$ cat config.mk
export PLATFORM = sky130hd
export DESIGN_NAME = wp_sector_mgr
export DESIGN_NICKNAME = d
export VERILOG_FILES = /design/src/rtl/wpm_pkg.sv /design/src/rtl/wpm_rst_sync.sv /design/src/rtl/wpm_sect_dec.sv /design/src/rtl/wpm_prot_bank.sv /design/src/rtl/wpm_ctrl.sv /design/src/rtl/wp_sector_mgr.sv
export SDC_FILE = /design/constraint.sdc
export NUM_CORES = 1
export LEC_CHECK = 0
export BUFFER_PORTS_ARGS = -buffer_cell sky130_fd_sc_hd__buf_2
export CORE_MARGIN = 1.5
export CORE_UTILIZATION = 25
export CTS_CLUSTER_SIZE = 12
export DETAILED_ROUTE_END_ITERATION = 8
export PLACE_DENSITY_LB_ADDON = 0.15
export SLEW_MARGIN = 30
export SYNTH_ARGS = -nofsm -noshare
export SYNTH_HDL_FRONTEND = slang
export SYNTH_HIERARCHICAL = 1
export SYNTH_SLANG_ARGS = --single-unit
$ cat constraint.sdc
create_clock -name clk -period 5.13 [get_ports clk]
set_clock_uncertainty 0.05 [all_clocks]
set_input_delay 0.2565 -clock clk [delete_from_list [all_inputs] [get_ports clk]]
set_output_delay 0.2565 -clock clk [all_outputs]
set_load 0.1 [all_outputs]
$ cat src/rtl/wpm_pkg.sv
package wpm_pkg;
  localparam int ADDR_W    = 24;
  localparam int NUM_SECT  = 19;
  localparam int BIG_SECTS = 15;
  localparam int SECT_W    = $clog2(NUM_SECT);
  localparam int SR_W      = 8;
  localparam int QRY_W     = 8;
endpackage

$ cat src/rtl/wpm_rst_sync.sv
module wpm_rst_sync #(
  parameter int STAGES = 2
) (
  input  logic clk,
  input  logic rst_n,
  output logic rst_n_sync
);
  logic [STAGES-1:0] chain_q;
  logic [STAGES-1:0] chain_d;

  always_comb chain_d = {chain_q[STAGES-2:0], 1'b1};

  always_ff @(posedge clk or negedge rst_n) begin
    if (!rst_n) chain_q <= '0;
    else        chain_q <= chain_d;
  end

  assign rst_n_sync = chain_q[STAGES-1];
endmodule

$ cat src/rtl/wpm_sect_dec.sv
module wpm_sect_dec #(
  parameter int SECT_W    = 5,
  parameter int BIG_SECTS = 15
) (
  input  logic [6:0]        addr_hi,   // address bits 19..13
  output logic [SECT_W-1:0] sect_idx
);
  localparam int S_QUARTER = BIG_SECTS;
  localparam int S_EIGHTH0 = BIG_SECTS + 1;
  localparam int S_EIGHTH1 = BIG_SECTS + 2;
  localparam int S_HALF    = BIG_SECTS + 3;

  logic [3:0] blk;
  logic [2:0] sub;

  assign blk = addr_hi[6:3];
  assign sub = addr_hi[2:0];

  always_comb begin
    if (int'(blk) < BIG_SECTS) begin
      sect_idx = SECT_W'(blk);
    end else begin
      unique case (sub)
        3'b000, 3'b001: sect_idx = SECT_W'(S_QUARTER);
        3'b010:         sect_idx = SECT_W'(S_EIGHTH0);
        3'b011:         sect_idx = SECT_W'(S_EIGHTH1);
        default:        sect_idx = SECT_W'(S_HALF);
      endcase
    end
  end
endmodule

$ cat src/rtl/wpm_prot_bank.sv
module wpm_prot_bank #(
  parameter int NUM_SECT = 19,
  parameter int SECT_W   = 5
) (
  input  logic                clk,
  input  logic                rst_n,
  input  logic                set_one,
  input  logic                clr_one,
  input  logic                set_all,
  input  logic                clr_all,
  input  logic [SECT_W-1:0]   sect_idx,
  output logic [NUM_SECT-1:0] bits
);
  for (genvar i = 0; i < NUM_SECT; i++) begin : g_flag
    logic hit, en, d;
    assign hit = (int'(sect_idx) == i);

    always_comb begin
      en = set_all | clr_all | (hit & (set_one | clr_one));
      d  = set_all | (hit & set_one);
    end

    always_ff @(posedge clk or negedge rst_n) begin
      if (!rst_n)  bits[i] <= 1'b1;
      else if (en) bits[i] <= d;
    end
  end

  a_r5_single_bank_op: assert property (@(posedge clk) disable iff (!rst_n)
    $onehot0({set_one, clr_one, set_all, clr_all}));

  a_r5_one_bit_change: assert property (@(posedge clk) disable iff (!rst_n)
    (set_one || clr_one) |=> ($countones(bits ^ $past(bits)) <= 1));
endmodule

$ cat src/rtl/wpm_ctrl.sv
module wpm_ctrl #(
  parameter int SR_W   = 8,
  parameter int GLB_HI = 5,
  parameter int GLB_LO = 2
) (
  input  logic            clk,
  input  logic            rst_n,
  input  logic            req_wren,
  input  logic            req_wrdi,
  input  logic            req_prot,
  input  logic            req_unprot,
  input  logic            req_wrsr,
  input  logic            req_mod,
  input  logic            cs_rel,
  input  logic            addr_complete,
  input  logic            byte_aligned,
  input  logic            hw_wp,
  input  logic [SR_W-1:0] sr_data,
  input  logic            sect_is_prot,
  output logic            wel,
  output logic            lock,
  output logic            grant,
  output logic            bank_set_one,
  output logic            bank_clr_one,
  output logic            bank_set_all,
  output logic            bank_clr_all
);
  localparam int LOCK_POS = SR_W - 1;
  localparam int GLB_W    = GLB_HI - GLB_LO + 1;

  logic wel_q, wel_d, lock_q, lock_d, pend_q, pend_d, grant_q, grant_d;
  logic [GLB_W-1:0] glb_pat;
  logic sr_unused;

  assign glb_pat   = sr_data[GLB_HI:GLB_LO];
  assign sr_unused = ^{sr_data[LOCK_POS-1:GLB_HI+1], sr_data[GLB_LO-1:0]};

  always_comb begin
    wel_d        = wel_q;
    lock_d       = lock_q;
    pend_d       = pend_q;
    grant_d      = 1'b0;
    bank_set_one = 1'b0;
    bank_clr_one = 1'b0;
    bank_set_all = 1'b0;
    bank_clr_all = 1'b0;

    if (cs_rel) begin
      if (pend_q) wel_d = 1'b0;
      pend_d = 1'b0;
    end

    if (req_wrdi) begin
      wel_d  = 1'b0;
      pend_d = 1'b0;
    end else if (req_wren) begin
      wel_d = 1'b1;
    end else if (req_mod && wel_q) begin
      wel_d   = 1'b0;
      grant_d = !sect_is_prot;
    end else if ((req_prot || req_unprot) && wel_q) begin
      if (!addr_complete || !byte_aligned) begin
        wel_d = 1'b0;
      end else if (lock_q) begin
        pend_d = 1'b1;
      end else begin
        wel_d        = 1'b0;
        bank_set_one = req_prot;
        bank_clr_one = req_unprot;
      end
    end else if (req_wrsr && wel_q) begin
      wel_d = 1'b0;
      if (!lock_q) begin
        bank_clr_all = (glb_pat == '0);
        bank_set_all = (glb_pat == '1);
      end
      if (sr_data[LOCK_POS]) lock_d = 1'b1;
      else if (!hw_wp)       lock_d = 1'b0;
    end
  end

  always_ff @(posedge clk or negedge rst_n) begin
    if (!rst_n) begin
      wel_q   <= 1'b0;
      lock_q  <= 1'b0;
      pend_q  <= 1'b0;
      grant_q <= 1'b0;
    end else begin
      wel_q   <= wel_d;
      lock_q  <= lock_d;
      pend_q  <= pend_d;
      grant_q <= grant_d;
    end
  end

  assign wel   = wel_q;
  assign lock  = lock_q;
  assign grant = grant_q;

  a_r4_grant_clears_wel: assert property (@(posedge clk) disable iff (!rst_n)
    grant_q |-> !wel_q);

  a_r2_no_grant_without_wel: assert property (@(posedge clk) disable iff (!rst_n)
    grant_q |-> $past(wel_q));

  a_r7_release_clears_wel: assert property (@(posedge clk) disable iff (!rst_n)
    (pend_q && cs_rel && !req_wren) |=> !wel_q);

  a_r9_lock_kept_under_wp: assert property (@(posedge clk) disable iff (!rst_n)
    (lock_q && hw_wp) |=> lock_q);
endmodule

$ cat src/rtl/wp_sector_mgr.sv
module wp_sector_mgr
  import wpm_pkg::*;
#(
  parameter int A_W = ADDR_W,
  parameter int N_S = NUM_SECT,
  parameter int B_S = BIG_SECTS,
  parameter int D_W = SR_W,
  parameter int Q_W = QRY_W
) (
  input  logic           clk,
  input  logic           rst_n,
  input  logic           wren_stb,
  input  logic           wrdi_stb,
  input  logic           prot_stb,
  input  logic           unprot_stb,
  input  logic           wrsr_stb,
  input  logic           modify_stb,
  input  logic           cs_release,
  input  logic           addr_complete,
  input  logic           byte_aligned,
  input  logic           hw_wp,
  input  logic [A_W-1:0] cmd_addr,
  input  logic [D_W-1:0] sr_data,
  output logic           modify_grant,
  output logic           wel,
  output logic           lock_bit,
  output logic [N_S-1:0] prot_bits,
  output logic [Q_W-1:0] qry_byte
);
  localparam int S_W = $clog2(N_S);

  logic           rst_n_s;
  logic [S_W-1:0] sect_idx;
  logic           set_one, clr_one, set_all, clr_all;
  logic           addr_unused;

  assign addr_unused = ^{cmd_addr[A_W-1:20], cmd_addr[12:0]};

  wpm_rst_sync #(.STAGES(2)) u_rst (
    .clk(clk), .rst_n(rst_n), .rst_n_sync(rst_n_s)
  );

  wpm_sect_dec #(.SECT_W(S_W), .BIG_SECTS(B_S)) u_dec (
    .addr_hi(cmd_addr[19:13]), .sect_idx(sect_idx)
  );

  wpm_ctrl #(.SR_W(D_W)) u_ctrl (
    .clk(clk), .rst_n(rst_n_s),
    .req_wren(wren_stb), .req_wrdi(wrdi_stb),
    .req_prot(prot_stb), .req_unprot(unprot_stb),
    .req_wrsr(wrsr_stb), .req_mod(modify_stb),
    .cs_rel(cs_release), .addr_complete(addr_complete),
    .byte_aligned(byte_aligned), .hw_wp(hw_wp), .sr_data(sr_data),
    .sect_is_prot(prot_bits[sect_idx]),
    .wel(wel), .lock(lock_bit), .grant(modify_grant),
    .bank_set_one(set_one), .bank_clr_one(clr_one),
    .bank_set_all(set_all), .bank_clr_all(clr_all)
  );

  wpm_prot_bank #(.NUM_SECT(N_S), .SECT_W(S_W)) u_bank (
    .clk(clk), .rst_n(rst_n_s),
    .set_one(set_one), .clr_one(clr_one),
    .set_all(set_all), .clr_all(clr_all),
    .sect_idx(sect_idx), .bits(prot_bits)
  );

  assign qry_byte = {Q_W{prot_bits[sect_idx]}};

  a_r7_locked_bits_frozen: assert property (@(posedge clk) disable iff (!rst_n_s)
    lock_bit |=> $stable(prot_bits));

  a_r2_bits_need_wel: assert property (@(posedge clk) disable iff (!rst_n_s)
    !wel |=> $stable(prot_bits));
endmodule

==> impl_metrics.py, run 1 <==
metrics = {
    "timing": {
        "rsz0062_at_grt": "false",
        "min_period_ns": 2.964,
        "setup_tns_ns": 0,
        "relSlewSlack_pct": 50.72,
        "hold_viol": 0,
        "maxSlewViolCount": 0,
        "fmax_ghz": 0.3373,
        "tightest_slew_ns": 0.7336,
        "setup_viol": 0,
        "fin_crit_sh_pct": 57.79,
    },
    "placed_design": {
        "globalplace.congestion": 0.7652,
        "post-dp-hpwl_um": 3471,
        "portBuffers": 53,
    },
    "yosys": {
        "synth-edff-count": 0,
        "syn_area_um2": 1740,
        "syn_inst": 180,
        "ys_warn_count": 6,
        "yosysTopAreaCell": "dfstp_2",
        "syn_avg_cell_area_um2": 9.669,
        "ys_types": 57,
        "synth_fp_nets": 224,
        "ys_seq_area_share_pct": 37.31,
        "async_reset_ff_share_pct": 100.0,
        "synth-main-ff-cell": "dfstp_2",
        "synth-seq-cells": 25,
        "synth_top_area_share_pct": 28.68,
        "yosys-top-cells-area": "dfstp_2 29%, dfrtp_1 8.6%, a21oi_1 4.0%",
    },
    "die": {
        "placement_rows": 30,
        "start_util_pct": 25.76,
        "chipHeight_um": 86.44,
        "die_area_um2": 7471,
        "core_area_um2": 6756,
        "io_pins": 74,
        "fp.dieW_um": 86.44,
    },
    "cts": {
        "clk_pin_slew_ns": 0.08,
        "cts_setup_buffers": 0,
        "h-tree-depth": 1,
        "root_buffer": "clkbuf_8",
        "numCtsBuffers": 3,
        "cts_hold_buf": 1,
        "cts_resized": 0,
        "cts_tree": "yes",
        "clk_path_buf_depth": 2,
        "clk_latency_ns": 0.27,
        "cts_sinks": 25,
    },
    "power_and_ir_drop": {
        "p_leak_uw": 0.0009474,
        "p_per_area_nw_per_um2": 253.9,
        "ir_drop_mv": 0.09067,
    },
    "global_routing": {
        "antenna_found_initial": 0,
        "grt_max_degree": 24,
        "track_usage_pct": 13.16,
        "grt_pass1_vias": 1542,
        "overflow": 0,
        "grt_pass1_wl_um": 7790,
    },
    "worst_setup_path": {
        "path_max_fanout": 21,
        "end_kind": "primary output",
        "crit_arrival_ns": 2.66,
        "critPathRequiredTime_ns": 4.82,
        "path_class": "in2out",
        "r2r_cells": 5,
        "worst_setup_path_start_kind": "primary input",
    },
    "route": {
        "drtAntennaViolNets": 0,
        "drc_errors": 0,
        "drt_iter0_markers": 104,
        "routed_wl_um": 4711,
        "first_pass_iters": 4,
        "drt-vias-per-instance": 5.149,
        "wire_per_inst_um": 15.55,
        "dr_total_vias": 1560,
    },
    "final_layout": {
        "final_common_cell": "buf_2",
        "nNetsFinal": 268,
        "n_antenna_cell": 0,
        "final_util_pct": 30.78,
        "final_cell_mix": "53 x buf_2, 19 x dfstp_2, 16 x nand2_1",
        "areaGrowthSynthToFinish_pct": 19.48,
        "n_fill_cell": 745,
        "drive_gt1_share_pct": 41.26,
    },
    "worst_hold_path": {
        "min_path_cells": 2,
        "hold_path_class": "in2reg",
    },
    "job": {
        "drv_cap": 0,
    },
    "outcome": {
        "status": "complete, no violations",
    },
}
## synthesized netlist by cell type, types with 3 or more instances
cell      instances
and2_1            3
a311oi_1          7
nand3_1           5
nand2_1          16
nand2b_1          3
clkbuf_1          4
buf_4             8
o211ai_1          6
nor2_1            5
o311ai_1          8
mux2i_1           7
buf_2             3
dfrtp_1           6
nor2b_1           3
a211o_1           4
inv_1             9
and3b_1           3
dfstp_2          19
a21oi_1          14
## worst max-delay path: stages
cell	delay, ns
buf_2	0.11
nand3_2	0.11
nor2_4	0.37
nor2b_2	0.07
buf_4	0.23
mux2i_1	0.16
a22oi_2	0.19
nand4b_1	0.12
o211ai_1	0.50
buf_2	0.53
## layout make-up
cell class / instances / area (um2) / share of cell area, %
multi-input combinational: 129 / 963.4 / 46.33
tap: 80 / 100.1 / 4.813
timing repair buffer: 55 / 282.8 / 13.60
sequential: 25 / 650.6 / 31.29
clock buffer: 4 / 45.04 / 2.166
inverter: 10 / 37.54 / 1.805
## through the flow
stage / instances / instance area [um2] / setup WS [ns] / hold WS (ns) / total power, uW
floorplan: 180 / 1740 / 1.237 / -0.08909 / 388.0
global placement: 298 / 2017 / 2.162 / -0.006402 / 413.8
detailed placement: 298 / 2023 / 2.137 / -0.004287 / 413.8
CTS: 303 / 2078 / 2.122 / 0.1339 / 536.6
global route: 303 / 2079 / 1.930 / 0.1320 / 554.1
finish: 303 / 2079 / 2.166 / 0.1422 / 528.0
## per-layer routing
metal | vias to the layer above | part of all wire [%] | track usage (%) | wire length (um)
met5 | - | 0 | 0 | 0
met4 | 0 | 0.66 | 3.519 | 31
met3 | 2 | 4.1 | 1.905 | 195
met2 | 37 | 44 | 19.89 | 2096
met1 | 748 | 51 | 19.55 | 2388
li1 | 773 | - | - | -
## kinds of logic after synthesis
logic type	Yosys count	synth area share [%]
AOI/OAI and AO/OA	54	24.23
buffers and inverters	26	7.979
DFF	25	37.31
muxes	8	4.888
other	1	0.2155
and+or+nand+nor	66	25.38
## flip-flops by register name, summed over array words and instances, names as in the netlist
signal,count
u_rst/chain_q,2
u_ctrl/wel,1
u_bank/bits,19
u_ctrl/lock,1
u_ctrl/pend_q,1
u_ctrl/grant,1
## report_power, final
group / leakage [uW] / switching, uW / internal, uW / total [uW]
registers: 0.000274 / 9.92 / 208 / 218
clock network: 0.0000228 / 62.1 / 55.5 / 118
logic: 0.000651 / 154 / 37.9 / 192
total: 0.000947 / 226 / 302 / 528
## worst paths after layout
| path | start | end | slack [ns] |
|---|---|---|---|
| max in group asynchronous | u_rst/chain_q[1] | u_bank/bits[13] | 4.48 |
| hold / removal | wrdi_stb | u_ctrl/pend_q | 0.14 |
| setup / recovery | cmd_addr[18] | qry_byte[7] | 2.17 |
| min in group asynchronous | u_rst/chain_q[1] | u_ctrl/grant | 0.19 |
| setup reg to reg | u_ctrl/wel | u_bank/bits[18] | 2.30 |
| hold reg to reg | u_rst/chain_q[1] | u_ctrl/grant | 0.19 |
(Power assumes the default switching activity.)
==> inputs of run 2 (changes only) <==
Clock period 5.13 ns to 2.86 ns, I/O delays scaled along.
==> impl_metrics.py, run 2 (synthesis gave the netlist of run 1 again) <==
metrics = {
    "outcome": {
        "status": "complete, no violations",
    },
    "die": {
        "core_area_um2": 6756,
        "die_area_um2": 7471,
        "fp.dieW_um": 86.44,
        "placement_rows": 30,
        "start_util_pct": 25.76,
        "chipHeight_um": 86.44,
        "io_pins": 74,
    },
    "timing": {
        "min_period_ns": 2.363,
        "hold_ws_ns": 0.01986,
        "fin_crit_sh_pct": 82.63,
        "fmax_ghz": 0.4231,
        "hold_viol": 0,
        "maxSlewViolCount": 0,
        "rsz0062_at_grt": "false",
        "setup_viol": 0,
    },
    "cts": {
        "clk_path_buf_depth": 2,
        "h-tree-depth": 1,
        "root_buffer": "clkbuf_8",
        "cts_hold_buf": 1,
        "cts_sinks": 25,
        "cts_resized": 0,
        "clk_pin_slew_ns": 0.10,
        "clk_latency_ns": 0.27,
        "numCtsBuffers": 3,
        "cts_setup_buffers": 0,
        "cts_tree": "yes",
    },
    "final_layout": {
        "drive_gt1_share_pct": 43.23,
        "final_common_cell": "buf_2",
        "top_register": "u_bank/bits",
        "largest_reg_flops": 19,
        "final_cell_mix": "45 x buf_2, 16 x nand2_1, 14 x a21oi_1",
        "n_antenna_cell": 0,
        "reg_top3": "u_bank/bits x19, u_rst/chain_q x2",
        "areaGrowthSynthToFinish_pct": 30.70,
        "n_fill_cell": 722,
        "nNetsFinal": 274,
    },
    "route": {
        "drt-vias-per-instance": 5.091,
        "drt_iter0_markers": 95,
        "first_pass_iters": 4,
        "drc_errors": 0,
        "dr_total_vias": 1573,
        "routed_wl_um": 4930,
        "drtAntennaViolNets": 0,
        "wire_per_inst_um": 15.95,
    },
    "global_routing": {
        "use_met2_pct": 20.88,
        "grtUsageMet1_pct": 21.03,
        "top_usage_layer": "met1",
        "grt_max_degree": 24,
        "overflow": 0,
        "grt_pass1_vias": 1517,
        "track_usage_pct": 13.83,
        "antenna_found_initial": 0,
        "grt_pass1_wl_um": 8059,
        "use_met3_pct": 1.619,
    },
    "worst_setup_path": {
        "worst_setup_path_start_kind": "primary input",
        "path_max_fanout": 21,
        "path_class": "in2out",
        "crit_buf_inv": 4,
        "critPathRequiredTime_ns": 2.67,
        "crit_arrival_ns": 2.17,
        "end_kind": "primary output",
        "crit_family": "buffers and inverters",
        "crit_slowest_cell": "nor2_4",
        "slowest_delay_ns": 0.36,
        "cp_common_cell": "buf_12",
        "crit_chain": "buf_2 > nand3_2 > nor2_4 > nor2b_2 > buf_12 > mux2i_1 > a311oi_1 > o311ai_1 > o211ai_1 > buf_4 > buf_12",
    },
    "placed_design": {
        "post-dp-hpwl_um": 3623,
        "globalplace.congestion": 0.8118,
        "portBuffers": 53,
    },
    "power_and_ir_drop": {
        "ir_drop_mv": 0.1600,
        "p_leak_uw": 0.001029,
        "power_uw": 1025,
        "p_per_area_nw_per_um2": 450.5,
    },
    "job": {
        "drv_cap": 0,
    },
    "worst_hold_path": {
        "hold_path_class": "in2reg",
    },
}
[run 2: changes by cell type in the layout (fill, tap and decap cells not counted), sizes merged]
cell	before	now
clkinv	1	2
buf	54	60
clkbuf	4	3
[run 2: final cells by class]
type / instances / area [um2] / share of cell area (%)
Clock inverter: 1 / 5.005 / 0.2200
Clock buffer: 3 / 41.29 / 1.815
Tap cell: 80 / 100.1 / 4.400
Timing Repair Buffer: 61 / 460.4 / 20.24
Inverter: 10 / 37.54 / 1.650
Sequential cell: 25 / 673.1 / 29.59
Multi-Input combinational cell: 129 / 957.2 / 42.08
[run 2: path summary, 6_finish.rpt]
| kind | end | start | cells after the start | slack [ns] |
|---|---|---|---|---|
| min in group asynchronous | u_rst/chain_q[1] | rst_n | 2 | 0.12 |
| max reg2reg | u_bank/bits[18] | u_ctrl/wel | 6 | 0.57 |
| min | u_ctrl/pend_q | wrdi_stb | 2 | 0.02 |
| max | qry_byte[2] | cmd_addr[18] | 11 | 0.50 |
| min reg2reg | u_ctrl/lock | u_rst/chain_q[1] | 0 | 0.18 |
| max in group asynchronous | u_bank/bits[12] | u_rst/chain_q[1] | 0 | 2.21 |
[run 2: per-layer routing]
metal / up-vias / routed length, um
met5: - / 0
met4: 0 / 26
met3: 2 / 146
met2: 33 / 2223
met1: 755 / 2533
li1: 783 / -
[run 2: stage by stage]
stage                     instances  utilization [%]  setup WS [ns]  cell area [um2]  TNS, ns
final                           309            33.67         0.4967             2275        0
after CTS                       309            33.65         0.4537             2273        0
after global placement          304            32.81         0.4107             2217        0
after floorplan                 180                -        -0.7911             1763   -6.313
after detailed placement        304            32.81         0.4310             2217        0
after global routing            309            33.67         0.2876             2275        0
[run 2: report_power, final]
group	total [uW]	switching [uW]	leakage [uW]	internal [uW]
Clock	220	122	0.0000255	97.6
Sequential	392	17.4	0.000280	375
Combinational	413	289	0.000724	124
Total	1020	429	0.00103	596
==> inputs of run 3 (changes only) <==
Clock period 2.86 ns to 2.5 ns, I/O delays scaled along.
==> impl_metrics.py, run 3 (synthesis gave the netlist of run 1 again) <==
metrics = {
    "outcome": {
        "status": "complete, no violations",
    },
    "cts": {
        "clk_pin_slew_ns": 0.09,
        "numCtsBuffers": 3,
        "clk_path_buf_depth": 2,
        "h-tree-depth": 1,
        "cts_sinks": 25,
        "root_buffer": "clkbuf_8",
        "cts_resized": 0,
        "clk_latency_ns": 0.27,
        "cts_tree": "yes",
        "cts_setup_buffers": 0,
    },
    "placed_design": {
        "globalplace.congestion": 0.7580,
        "placed_cell_area_um2": 2278,
        "dp_cells": 312,
        "portBuffers": 53,
        "post-dp-hpwl_um": 3727,
    },
    "worst_setup_path": {
        "path_class": "in2out",
        "worst_setup_path_start_kind": "primary input",
        "cp_common_cell": "buf_12",
        "crit_chain": "buf_2 > o21ai_2 > nor2_4 > nor2b_2 > buf_4 > mux2i_1 > a22oi_2 > nand4b_1 > o211ai_1 > buf_12 > buf_12",
        "crit_buf_inv": 4,
        "crit_slowest_cell": "o211ai_1",
        "slowest_delay_ns": 0.31,
        "critPathRequiredTime_ns": 2.33,
        "crit_family": "buffers and inverters",
        "end_kind": "primary output",
        "crit_arrival_ns": 2.04,
        "path_max_fanout": 14,
    },
    "die": {
        "core_area_um2": 6756,
        "die_area_um2": 7471,
        "chipHeight_um": 86.44,
        "placement_rows": 30,
        "io_pins": 74,
        "start_util_pct": 25.76,
        "fp.dieW_um": 86.44,
    },
    "final_layout": {
        "top_register": "u_bank/bits",
        "reg_top3": "u_bank/bits x19, u_rst/chain_q x2",
        "final_util_pct": 34.56,
        "n_antenna_cell": 0,
        "final_cell_count_no_fill": 317,
        "final_cell_mix": "45 x buf_2, 16 x nand2_1, 14 x buf_4, 14 x a21oi_1, 13 x dfstp_2",
        "nNetsFinal": 282,
        "areaGrowthSynthToFinish_pct": 34.15,
        "largest_reg_flops": 19,
        "final_area_um2": 2335,
        "final_common_cell": "buf_2",
        "drive_gt1_share_pct": 45.15,
    },
    "global_routing": {
        "grtUsageMet1_pct": 20.73,
        "top_usage_layer": "met2",
        "antenna_found_initial": 0,
        "track_usage_pct": 13.71,
        "grt_pass1_wl_um": 8052,
        "grt_max_degree": 24,
        "use_met2_pct": 20.74,
        "use_met3_pct": 1.714,
        "grt_pass1_vias": 1546,
        "overflow": 0,
    },
    "timing": {
        "fin_crit_sh_pct": 88.73,
        "setup_tns_ns": 0,
        "hold_ws_ns": 0.01105,
        "fmax_ghz": 0.4508,
        "setup_viol": 0,
        "min_period_ns": 2.218,
        "hold_viol": 0,
        "rsz0062_at_grt": "false",
        "maxSlewViolCount": 0,
    },
    "route": {
        "drt_iter0_markers": 124,
        "dr_total_vias": 1595,
        "drt-vias-per-instance": 5.032,
        "wire_per_inst_um": 15.36,
        "drc_errors": 0,
        "first_pass_iters": 4,
        "drtAntennaViolNets": 0,
        "routed_wl_um": 4870,
    },
    "power_and_ir_drop": {
        "p_per_area_nw_per_um2": 502.4,
        "p_leak_uw": 0.001068,
        "ir_drop_mv": 0.1769,
    },
    "worst_hold_path": {
        "hold_path_class": "in2reg",
    },
    "job": {
        "drv_cap": 0,
    },
}
run 3: per-layer routing:
layer | vias up | part of all wire (%) | routed length, um
met2 | 39 | 44 | 2153
met1 | 761 | 50 | 2433
met4 | 0 | 0.53 | 26
li1 | 793 | - | -
met5 | - | 0 | 0
met3 | 2 | 5.3 | 256
run 3: final timing paths:
check / from / to / slack, ns / cells past startpoint
setup / recovery: cmd_addr[15] / qry_byte[2] / 0.28 / 11
hold / removal: wrdi_stb / u_ctrl/wel / 0.01 / 2
setup reg to reg: u_ctrl/wel / u_bank/bits[1] / 0.38 / 6
hold reg to reg: u_rst/chain_q[1] / u_ctrl/lock / 0.17 / 1
max in group asynchronous: u_rst/chain_q[1] / u_bank/bits[9] / 1.95 / 1
min in group asynchronous: rst_n / u_rst/chain_q[0] / 0.11 / 2
run 3: repair_timing:
item / 4_1_cts / 5_1_grt
endpoints found under the setup margin: 0 / 0
hold buffers: 1 / 0
endpoints found under the hold margin: 2 / 0
run 3: final cells by class:
cell class,count,area [um2]
clock buffers,3,41.29
multi-input cells,129,957.2
well taps,80,100.1
repair buffers,69,520.5
fillers,708,4422
clock inverters,1,5.005
inverters,10,37.54
flip-flops and latches,25,673.1
run 3: power breakdown:
group | switching [uW] | internal (uW)
Combinational | 339 | 154
Clock | 127 | 111
Sequential | 13.0 | 429
Total | 479 | 694
run 3: per-stage QoR:
stage                     setup slack (ns)  total power (uW)
after global routing                0.1448              1235
after floorplan                     -1.133             798.1
after global placement              0.2036             942.4
after detailed placement            0.1513             941.9
after CTS                           0.2552              1194
final                               0.2817              1173
